--- src/rtl/sdlp_pkg.sv ---
package sdlp_pkg;

    localparam int PASR_W = 3;
    localparam int TCSR_W = 2;
    localparam int DS_W   = 2;

    typedef enum logic [1:0] {
        LPM_OFF   = 2'b00,
        LPM_SELF  = 2'b01,
        LPM_PDOWN = 2'b10,
        LPM_DEEP  = 2'b11
    } lp_mode_e;

    typedef enum logic [2:0] {
        ST_IDLE,
        ST_ACCESS,
        ST_ENTER,
        ST_SLEEP,
        ST_CLKUP,
        ST_WAKE,
        ST_REINIT
    } seq_state_e;

    typedef enum logic [1:0] {
        CMD_NOP,
        CMD_AREF,
        CMD_BST
    } sd_cmd_e;

    typedef struct packed {
        seq_state_e          st;
        lp_mode_e            mode_act;
        lp_mode_e            mode_pend;
        logic [PASR_W-1:0]   pasr;
        logic [TCSR_W-1:0]   tcsr;
        logic [DS_W-1:0]     ds;
    } seq_regs_t;

endpackage

--- src/rtl/sdlp_wait_timer.sv ---
module sdlp_wait_timer #(
    parameter int W = 4
) (
    input  logic         clk,
    input  logic         rst_n,
    input  logic         load,
    input  logic [W-1:0] load_val,
    output logic         is_zero
);
    logic [W-1:0] cnt_d, cnt_q;

    always_comb begin
        cnt_d = cnt_q;
        if (load)
            cnt_d = load_val;
        else if (cnt_q != '0)
            cnt_d = cnt_q - 1'b1;
    end

    always_ff @(posedge clk) begin
        if (!rst_n) cnt_q <= '0;
        else        cnt_q <= cnt_d;
    end

    assign is_zero = (cnt_q == '0);

    // an exit window shrinks by exactly one each cycle
    p_timer_step_r4: assert property (@(posedge clk) disable iff (!rst_n)
        (!load && cnt_q != '0) |=> (cnt_q == $past(cnt_q) - 1'b1));

endmodule

--- src/rtl/sdlp_cmd_encoder.sv ---
module sdlp_cmd_encoder
    import sdlp_pkg::*;
(
    input  sd_cmd_e cmd,
    output logic    cs_n,
    output logic    ras_n,
    output logic    cas_n,
    output logic    we_n
);
    always_comb begin
        case (cmd)
            CMD_AREF: {cs_n, ras_n, cas_n, we_n} = 4'b0001;
            CMD_BST:  {cs_n, ras_n, cas_n, we_n} = 4'b0110;
            default:  {cs_n, ras_n, cas_n, we_n} = 4'b0111;
        endcase
    end

    // chip select is low for every encoded command
    p_cs_low_r3: assert final (cs_n == 1'b0);

endmodule

--- src/rtl/sdram_lp_sequencer.sv ---
module sdram_lp_sequencer
    import sdlp_pkg::*;
#(
    parameter int SR_EXIT_CYC = 8,
    parameter int PD_EXIT_CYC = 1
) (
    input  logic                 clk,
    input  logic                 rst_n,
    input  logic                 cfg_we,
    input  logic [1:0]           cfg_mode,
    input  logic [PASR_W-1:0]    cfg_pasr,
    input  logic [TCSR_W-1:0]    cfg_tcsr,
    input  logic [DS_W-1:0]      cfg_ds,
    input  logic                 acc_req,
    output logic                 acc_gnt,
    input  logic                 acc_done,
    output logic                 init_required,
    input  logic                 init_done,
    output logic [PASR_W-1:0]    emr_pasr,
    output logic [TCSR_W-1:0]    emr_tcsr,
    output logic [DS_W-1:0]      emr_ds,
    output logic                 sd_cs_n,
    output logic                 sd_ras_n,
    output logic                 sd_cas_n,
    output logic                 sd_we_n,
    output logic                 sd_cke,
    output logic                 sd_clk_en
);
    localparam int MAX_EXIT = (SR_EXIT_CYC > PD_EXIT_CYC) ? SR_EXIT_CYC : PD_EXIT_CYC;
    localparam int TMR_W    = (MAX_EXIT < 2) ? 1 : $clog2(MAX_EXIT);
    localparam logic [TMR_W-1:0] SR_LOAD = TMR_W'(SR_EXIT_CYC - 1);
    localparam logic [TMR_W-1:0] PD_LOAD = TMR_W'(PD_EXIT_CYC - 1);

    seq_regs_t        d, q;
    logic             tmr_load;
    logic [TMR_W-1:0] tmr_val;
    logic             tmr_zero;
    sd_cmd_e          cmd;

    always_comb begin
        d        = q;
        tmr_load = 1'b0;
        tmr_val  = '0;

        if (cfg_we) begin
            d.mode_pend = lp_mode_e'(cfg_mode);
            d.pasr      = cfg_pasr;
            d.tcsr      = cfg_tcsr;
            d.ds        = cfg_ds;
        end

        case (q.st)
            ST_IDLE: begin
                d.mode_act = q.mode_pend;
                if (acc_req)
                    d.st = ST_ACCESS;
                else if (q.mode_pend != LPM_OFF)
                    d.st = ST_ENTER;
            end
            ST_ACCESS: if (acc_done) d.st = ST_IDLE;
            ST_ENTER:  d.st = ST_SLEEP;
            ST_SLEEP: begin
                if (acc_req) begin
                    case (q.mode_act)
                        LPM_SELF:  d.st = ST_CLKUP;
                        LPM_PDOWN: begin
                            d.st     = ST_WAKE;
                            tmr_load = 1'b1;
                            tmr_val  = PD_LOAD;
                        end
                        LPM_DEEP:  d.st = ST_REINIT;
                        default:   d.st = ST_IDLE;
                    endcase
                end
            end
            ST_CLKUP: begin
                d.st     = ST_WAKE;
                tmr_load = 1'b1;
                tmr_val  = SR_LOAD;
            end
            ST_WAKE:   if (tmr_zero) d.st = ST_ACCESS;
            ST_REINIT: if (init_done) d.st = ST_IDLE;
            default:   d.st = ST_IDLE;
        endcase
    end

    always_ff @(posedge clk) begin
        if (!rst_n) begin
            q.st        <= ST_IDLE;
            q.mode_act  <= LPM_OFF;
            q.mode_pend <= LPM_OFF;
            q.pasr      <= '0;
            q.tcsr      <= '0;
            q.ds        <= '0;
        end else begin
            q <= d;
        end
    end

    sdlp_wait_timer #(.W(TMR_W)) u_timer (
        .clk      (clk),
        .rst_n    (rst_n),
        .load     (tmr_load),
        .load_val (tmr_val),
        .is_zero  (tmr_zero)
    );

    always_comb begin
        cmd = CMD_NOP;
        if (q.st == ST_ENTER) begin
            if (q.mode_act == LPM_SELF)      cmd = CMD_AREF;
            else if (q.mode_act == LPM_DEEP) cmd = CMD_BST;
        end
    end

    sdlp_cmd_encoder u_enc (
        .cmd   (cmd),
        .cs_n  (sd_cs_n),
        .ras_n (sd_ras_n),
        .cas_n (sd_cas_n),
        .we_n  (sd_we_n)
    );

    assign sd_cke        = !(q.st inside {ST_ENTER, ST_SLEEP, ST_CLKUP});
    assign sd_clk_en     = !(q.st == ST_SLEEP && q.mode_act == LPM_SELF);
    assign acc_gnt       = (q.st == ST_ACCESS);
    assign init_required = (q.st == ST_REINIT);
    assign emr_pasr      = q.pasr;
    assign emr_tcsr      = q.tcsr;
    assign emr_ds        = q.ds;

    // a grant only reaches the host while the device is clocked and awake
    p_gnt_awake_r6: assert property (@(posedge clk) disable iff (!rst_n)
        acc_gnt |-> (sd_cke && sd_clk_en));

    // clock-enable rises only after the memory clock ran for a cycle
    p_clk_before_cke_r4: assert property (@(posedge clk) disable iff (!rst_n)
        $rose(sd_cke) |-> $past(sd_clk_en));

    // the clock is stopped only with clock-enable low
    p_clk_stop_cke_low_r3: assert property (@(posedge clk) disable iff (!rst_n)
        !sd_clk_en |-> !sd_cke);

    // no grant while re-initialisation is outstanding
    p_no_gnt_reinit_r7: assert property (@(posedge clk) disable iff (!rst_n)
        init_required |-> !acc_gnt);

    // an idle device with low power disabled keeps clock-enable high
    p_off_keeps_cke_r2: assert property (@(posedge clk) disable iff (!rst_n)
        (q.st == ST_IDLE && q.mode_pend == LPM_OFF && !cfg_we) |=> sd_cke);

    // the adopted mode changes only on a pass through idle
    p_mode_hold_r9: assert property (@(posedge clk) disable iff (!rst_n)
        (q.st != ST_IDLE) |=> $stable(q.mode_act));

endmodule

--- config.mk ---
export PLATFORM = sky130hd
export DESIGN_NAME = sdram_lp_sequencer
export DESIGN_NICKNAME = d
export VERILOG_FILES = /design/src/rtl/sdlp_pkg.sv /design/src/rtl/sdlp_wait_timer.sv /design/src/rtl/sdlp_cmd_encoder.sv /design/src/rtl/sdram_lp_sequencer.sv
export SDC_FILE = /design/constraint.sdc
export NUM_CORES = 1
export LEC_CHECK = 0
export ABC_AREA = 1
export BUFFER_PORTS_ARGS = -buffer_cell sky130_fd_sc_hd__buf_2
export CELL_PAD_IN_SITES_DETAIL_PLACEMENT = 1
export CELL_PAD_IN_SITES_GLOBAL_PLACEMENT = 2
export CORE_AREA = 5 5 72 74
export CTS_CLUSTER_DIAMETER = 50
export CTS_CLUSTER_SIZE = 10
export DETAILED_ROUTE_END_ITERATION = 8
export DIE_AREA = 0 0 77 79
export GPL_ROUTABILITY_DRIVEN = 0
export GPL_TIMING_DRIVEN = 1
export HOLD_SLACK_MARGIN = 0.02
export PLACE_DENSITY = 0.68
export SYNTH_ARGS = -nofsm -noshare
export SYNTH_HDL_FRONTEND = slang
export SYNTH_SLANG_ARGS = --single-unit
--- constraint.sdc ---
create_clock -name clk -period 1.23 [get_ports clk]
set_clock_uncertainty 0.15 [all_clocks]
set_input_delay 0.1845 -clock clk [delete_from_list [all_inputs] [get_ports clk]]
set_output_delay 0.1845 -clock clk [all_outputs]
set_load 0.02 [all_outputs]
==> impl_metrics.env, run 1 <==
export IMPL_drv_slew=0
export IMPL_synthMuxAreaShare_pct=0
export IMPL_clock_latency_ns=0.25
export IMPL_r2r_slack_ns=-0.29
export IMPL_final_nets=226
export IMPL_cts_buffer_depth=2
export IMPL_clkTransAtPathRegs_ns=0.07
export IMPL_synth_top_cell_area_share_pct=35.0
export IMPL_final_cell_count_no_fill=262
export IMPL_hold_class="input pin to flip-flop"
export IMPL_synth_simple_area_share_pct=35.3
export IMPL_fmax_ghz=0.646
export IMPL_remaining_drc_errors=0
export IMPL_holdWs_ns=0.0292
export IMPL_synth_nets=160
export IMPL_endpoint_kind="output pin"
export IMPL_yosysSeqAreaShare_pct=35.0
export IMPL_coreArea_um2=4540
export IMPL_grt_ovfl_total=0
export IMPL_cts_inserted_buffers=3
export IMPL_first_global_vias=1271
export IMPL_num_antenna_cells=0
export IMPL_synth_flop_cell="dfxtp_1"
export IMPL_track_usage_pct=11.7
export IMPL_max_cap_violations=0
export IMPL_synth_warnings=0
export IMPL_synth_top_family_by_area="simple AND/OR/NAND/NOR gates"
export IMPL_critPathRequiredTime_ns=0.90
export IMPL_min_period_over_period_pct=126
export IMPL_drive_above_1_share_pct=61.1
export IMPL_ios=30
export IMPL_antenna_found_initial=0
export IMPL_synth_cell_types=21
export IMPL_cts_root_buf="clkbuf_8"
export IMPL_hold_viol=0
export IMPL_cpMaxStageDelayCell="dfxtp_4"
export IMPL_syn_area_um2=973
export IMPL_start_kind="flip-flop"
export IMPL_crit_type="flip-flop to output pin"
export IMPL_syn_inst=143
export IMPL_rows=25
export IMPL_max_stage_delay_ns=0.37
export IMPL_synth_common_cells="nor2_1, dfxtp_1, nand3_1"
export IMPL_viasPerCell=4.36
export IMPL_power_mw=3.09
export IMPL_p_leak_nw=0.864
export IMPL_violations="setup timing"
export IMPL_power_density_nw_per_um2=1700
export IMPL_synth_area_leaders="dfxtp_1, nor2_1, nand3_1"
export IMPL_die_w_um=77
export IMPL_worstPathMaxFanout=4
export IMPL_io_buffers=28
export IMPL_area_delta_synth_final_pct=87.0
export IMPL_synth_fa_ha_area_share_pct=2.57
export IMPL_crit_path_frequent_cell="buf_6"
export IMPL_ant_nets=0
export IMPL_start_util_pct=21.5
export IMPL_whs_endpoint="emr_tcsr[1]$_SDFFE_PN0P_"
export IMPL_whs_path_depth=3
export IMPL_min_period_ns=1.55
export IMPL_place_hpwl_um=2330
export IMPL_reg2reg_depth=9
export IMPL_syn_area_per_cell_um2=6.81
export IMPL_synth_compound_area_share_pct=11.2
export IMPL_yosysMostFrequentCell="nor2_1"
export IMPL_timing_rr_start="q[12]$_SDFFE_PN0P_"
export IMPL_vias=1143
export IMPL_htreeDepth=1
export IMPL_reg2reg_to="q[11]$_SDFFE_PN0P_"
export IMPL_timing_setup_tns_ns=-3.21
export IMPL_die_h_um=79
export IMPL_utilization_pct=40.1
export IMPL_cts_sinks=17
export IMPL_synth_edf_count=0
export IMPL_setup_viol=15
export IMPL_wl_um=3530
export IMPL_grt_pass1_wl_um=5870
export IMPL_arrival_ns=1.21
export IMPL_dieArea_um2=6080
export IMPL_wl_per_cell_um=13.5
export IMPL_fin_ws_ns=-0.318
export IMPL_dpl_cell_count=230
export IMPL_synth_xor_xnor_area_share_pct=0.900
export IMPL_async_reset_ff_share_pct=0
export IMPL_peakVddDrop_v=0.000591
export IMPL_min_delay_start="cfg_tcsr[1]"
export IMPL_ys_ff_latch=17
export IMPL_drt_initial_drc_count=12
export IMPL_cts_tree="yes"
export IMPL_synth_top_area_cell="dfxtp_1"
export IMPL_first_pass_iters=2
export IMPL_grt_max_degree=12
export IMPL_status="finished with violations"
export IMPL_rsz0062_at_grt="yes"
export IMPL_crit_chain="inv_4, nor2_4, buf_4, buf_6, nor2_2, buf_6"
## registers in the layout (all words and copies together), names as in the netlist
signal	flops
emr_ds	2
emr_pasr	3
q	7
u_timer.cnt_q	3
emr_tcsr	2
## worst max-delay path by stage
| stage | start | end | slack, ns | cells past startpoint |
|---|---|---|---|---|
| 3_5_place_dp | q[11]$_SDFFE_PN0P_ | q[11]$_SDFFE_PN0P_ | -0.17 | 7 |
| 6_report | q[12]$_SDFFE_PN0P_ | sd_cke | -0.32 | 6 |
| 3_3_place_gp | q[11]$_SDFFE_PN0P_ | u_timer.cnt_q[1]$_SDFFE_PN0P_ | -0.13 | 5 |
| 4_1_cts | q[12]$_SDFFE_PN0P_ | sd_cke | -0.30 | 6 |
| 2_1_floorplan | q[12]$_SDFFE_PN0P_ | sd_ras_n | -0.03 | 6 |
| 5_1_grt | q[12]$_SDFFE_PN0P_ | sd_ras_n | -0.36 | 6 |
## repair_timing
action                                  4_1_cts  5_1_grt
pin swaps                                    10       11
endpoints found under the hold margin         8        0
hold buffers                                  8        0
setup buffers                                18        3
gates resized for setup                      57       13
endpoints found under the setup margin       14       15
## cells in the final DEF (no fill, tap or decap), types with 7 or more instances in the layout
| cell | netlist | final |
|---|---|---|
| nand3_2 | 1 | 8 |
| buf_2 | 0 | 21 |
| buf_6 | 0 | 15 |
| buf_4 | 10 | 29 |
| dlygate4sd3_1 | 0 | 8 |
| o21ai_0 | 12 | 11 |
| dfxtp_1 | 17 | 12 |
| nor2_1 | 29 | 25 |
| nand2_2 | 4 | 7 |
## per-stage QoR
stage	cell area [um^2]	worst slack, ns
floorplan	1040	-0.0282
global placement	1290	-0.135
detailed placement	1290	-0.174
CTS	1740	-0.296
global route	1820	-0.361
finish	1820	-0.318
## routing by layer
metal / global-route usage [%] / up-vias / part of all wire, %
li1: - / 575 / -
met1: 12.8 / 533 / 40
met2: 22.9 / 27 / 55
met3: 1.59 / 8 / 3.5
met4: 4.12 / 0 / 1.8
met5: 0 / - / 0
## power by group
group          switching (mW)  internal [mW]
registers               0.128          0.677
clock network           0.185          0.224
logic                   0.921          0.960
total                    1.23           1.86
## critical path, delay by kind of cell, from the launching register on
kind | cells | cell delay (ns)
buf+inv | 4 | 0.43
flops | 1 | 0.37
simple gates | 2 | 0.15
## layout make-up
cell class	count	area (um^2)
clock inverters	1	5.00
inverters	16	70.1
clock buffers	3	41.3
multi-input cells	98	711
repair buffers	73	572
well taps	54	67.6
fillers	542	2720
flip-flops and latches	17	354
## kinds of logic after synthesis
kind of cell / Yosys count
compound gates: 21
xor+xnor: 1
fa+ha+maj: 2
buf+inv: 28
flops: 17
other cells: 1
simple gates: 73
(Power assumes the default switching activity.)
==> run 2: changes to the inputs <==
--- a/config.mk
+++ b/config.mk
@@ -9,11 +9,11 @@
 export BUFFER_PORTS_ARGS = -buffer_cell sky130_fd_sc_hd__buf_2
 export CELL_PAD_IN_SITES_DETAIL_PLACEMENT = 1
 export CELL_PAD_IN_SITES_GLOBAL_PLACEMENT = 2
-export CORE_AREA = 5 5 72 74
+export CORE_AREA = 2 2 69 71
 export CTS_CLUSTER_DIAMETER = 50
 export CTS_CLUSTER_SIZE = 10
 export DETAILED_ROUTE_END_ITERATION = 8
-export DIE_AREA = 0 0 77 79
+export DIE_AREA = 0 0 71 73
 export GPL_ROUTABILITY_DRIVEN = 0
 export GPL_TIMING_DRIVEN = 1
 export HOLD_SLACK_MARGIN = 0.02
==> run 2 against run 1 <==
  * The flow still finishes with violations (setup timing)
  * Non-clock buffer count down 10
  * Cell area fell by 5.6%
  * Die area fell by 15%
  * Total power rose by 0.64%
  * First-iteration DRC count did not move
  * Critical path type unchanged
  * Largest power group unchanged
==> impl_metrics.env, run 2 (synthesis results as in run 1) <==
export IMPL_min_period_ns=1.52
export IMPL_arrival_ns=1.19
export IMPL_clock_latency_ns=0.25
export IMPL_cts_inserted_buffers=3
export IMPL_hold_class="input pin to flip-flop"
export IMPL_final_area_um2=1720
export IMPL_cts_sinks=17
export IMPL_grt_max_degree=12
export IMPL_rsz0062_at_grt="yes"
export IMPL_dieArea_um2=5180
export IMPL_max_stage_delay_ns=0.40
export IMPL_mostFrequentLayoutCell="nor2_1"
export IMPL_cpMaxStageDelayCell="dfxtp_4"
export IMPL_hold_viol=0
export IMPL_place_ws_ns=-0.149
export IMPL_final_cell_mix="nor2_1, buf_2, buf_4"
export IMPL_violations="setup timing"
export IMPL_rows=25
export IMPL_area_delta_synth_final_pct=76.5
export IMPL_fin_ws_ns=-0.293
export IMPL_start_util_pct=21.5
export IMPL_grt_pass1_wl_um=5310
export IMPL_htreeDepth=1
export IMPL_clkTransAtPathRegs_ns=0.07
export IMPL_ios=30
export IMPL_status="finished with violations"
export IMPL_place_hpwl_um=2220
export IMPL_final_cell_count_no_fill=252
export IMPL_final_nets=216
export IMPL_crit_chain="inv_4, nor2_4, nand2_2, inv_2, nand3_1, buf_2"
export IMPL_setup_viol=15
export IMPL_wl_per_cell_um=13.0
export IMPL_largest_reg_flops=7
export IMPL_peakVddDrop_v=0.000492
export IMPL_critPathRequiredTime_ns=0.90
export IMPL_dpl_cell_count=229
export IMPL_first_global_vias=1179
export IMPL_utilization_pct=37.9
export IMPL_crit_type="flip-flop to output pin"
export IMPL_min_period_over_period_pct=124
export IMPL_die_h_um=73
export IMPL_remaining_drc_errors=0
export IMPL_worstPathMaxFanout=5
export IMPL_io_buffers=28
export IMPL_cts_root_buf="clkbuf_8"
export IMPL_drv_slew=0
export IMPL_viasPerCell=4.37
export IMPL_crit_buf_inv=3
export IMPL_antenna_found_initial=0
export IMPL_fmax_ghz=0.657
export IMPL_first_pass_iters=4
export IMPL_drive_above_1_share_pct=55.6
export IMPL_p_leak_nw=0.802
export IMPL_endpoint_kind="output pin"
export IMPL_wl_um=3270
export IMPL_vias=1101
export IMPL_cts_tree="yes"
export IMPL_power_density_nw_per_um2=1810
export IMPL_coreArea_um2=4540
export IMPL_num_antenna_cells=0
export IMPL_place_area_um2=1290
export IMPL_die_w_um=71
export IMPL_largest_register="q"
export IMPL_drt_initial_drc_count=12
export IMPL_ant_nets=0
export IMPL_max_cap_violations=0
export IMPL_path_delay_family="flip-flops"
export IMPL_grt_ovfl_total=0
export IMPL_cts_buffer_depth=2
export IMPL_track_usage_pct=12.7
export IMPL_start_kind="flip-flop"
run 2: changes by cell type in the layout (fill, tap and decap cells not counted), sizes merged:
cell and delta:
dlygate4sd3 -2, inv -1, clkinv +1, buf -8
run 2: area by class of cell:
cell class	instances	area, um^2
Clock buffer	3	41.3
Clock inverter	1	5.00
Fill cell	543	2820
Inverter	16	67.6
Multi-Input combinational cell	98	697
Sequential cell	17	354
Tap cell	54	67.6
Timing Repair Buffer	63	485
run 2: where the power goes:
| group | switching (mW) | internal [mW] | total [mW] |
|---|---|---|---|
| registers | 0.130 | 0.676 | 0.806 |
| logic | 0.904 | 0.985 | 1.89 |
| clock network | 0.195 | 0.224 | 0.420 |
| total | 1.23 | 1.89 | 3.11 |
run 2: through the flow:
stage,hold slack (ns),power (mW),TNS [ns]
2_1_floorplan,0.169,1.56,-0.0638
3_3_place_gp,0.258,2.03,-0.941
6_report,0.0208,3.11,-3.06
3_5_place_dp,0.266,2.06,-1.23
4_1_cts,0.0229,2.86,-2.52
5_1_grt,0.0231,3.35,-4.00
run 2: worst paths after layout:
path	startpoint	to	slack [ns]	cells past startpoint
worst max-delay path	q[12]$_SDFFE_PN0P_	sd_we_n	-0.29	6
worst min register to register	u_timer.cnt_q[1]$_SDFFE_PN0P_	u_timer.cnt_q[1]$_SDFFE_PN0P_	0.35	2
worst min-delay path	cfg_ds[1]	emr_ds[1]$_SDFFE_PN0P_	0.02	3
worst max register to register	q[12]$_SDFFE_PN0P_	q[13]$_SDFFE_PN0P_	-0.27	9
run 2: routing by layer:
| layer | vias to the layer above | wire (um) | track usage (%) |
|---|---|---|---|
| li1 | 558 | - | - |
| met1 | 511 | 1290 | 15.4 |
| met2 | 27 | 1830 | 23.8 |
| met3 | 5 | 120 | 1.80 |
| met4 | 0 | 35 | 3.14 |
| met5 | - | 0 | 0 |
run 2: tightest hold or removal path: cells and delay by family:
family,cells,cell delay (ns)
buffers and inverters,1,0.08
AND/OR/NAND/NOR,2,0.13
run 2: what timing repair did:
item                                    in CTS  in global routing
cloned                                       0                  0
gates resized for setup                     35                 23
hold endpoints to repair                     6                  0
pin swaps                                    9                  5
hold buffers                                 6                  0
setup buffers                                8                  5
endpoints found under the setup margin      14                 15
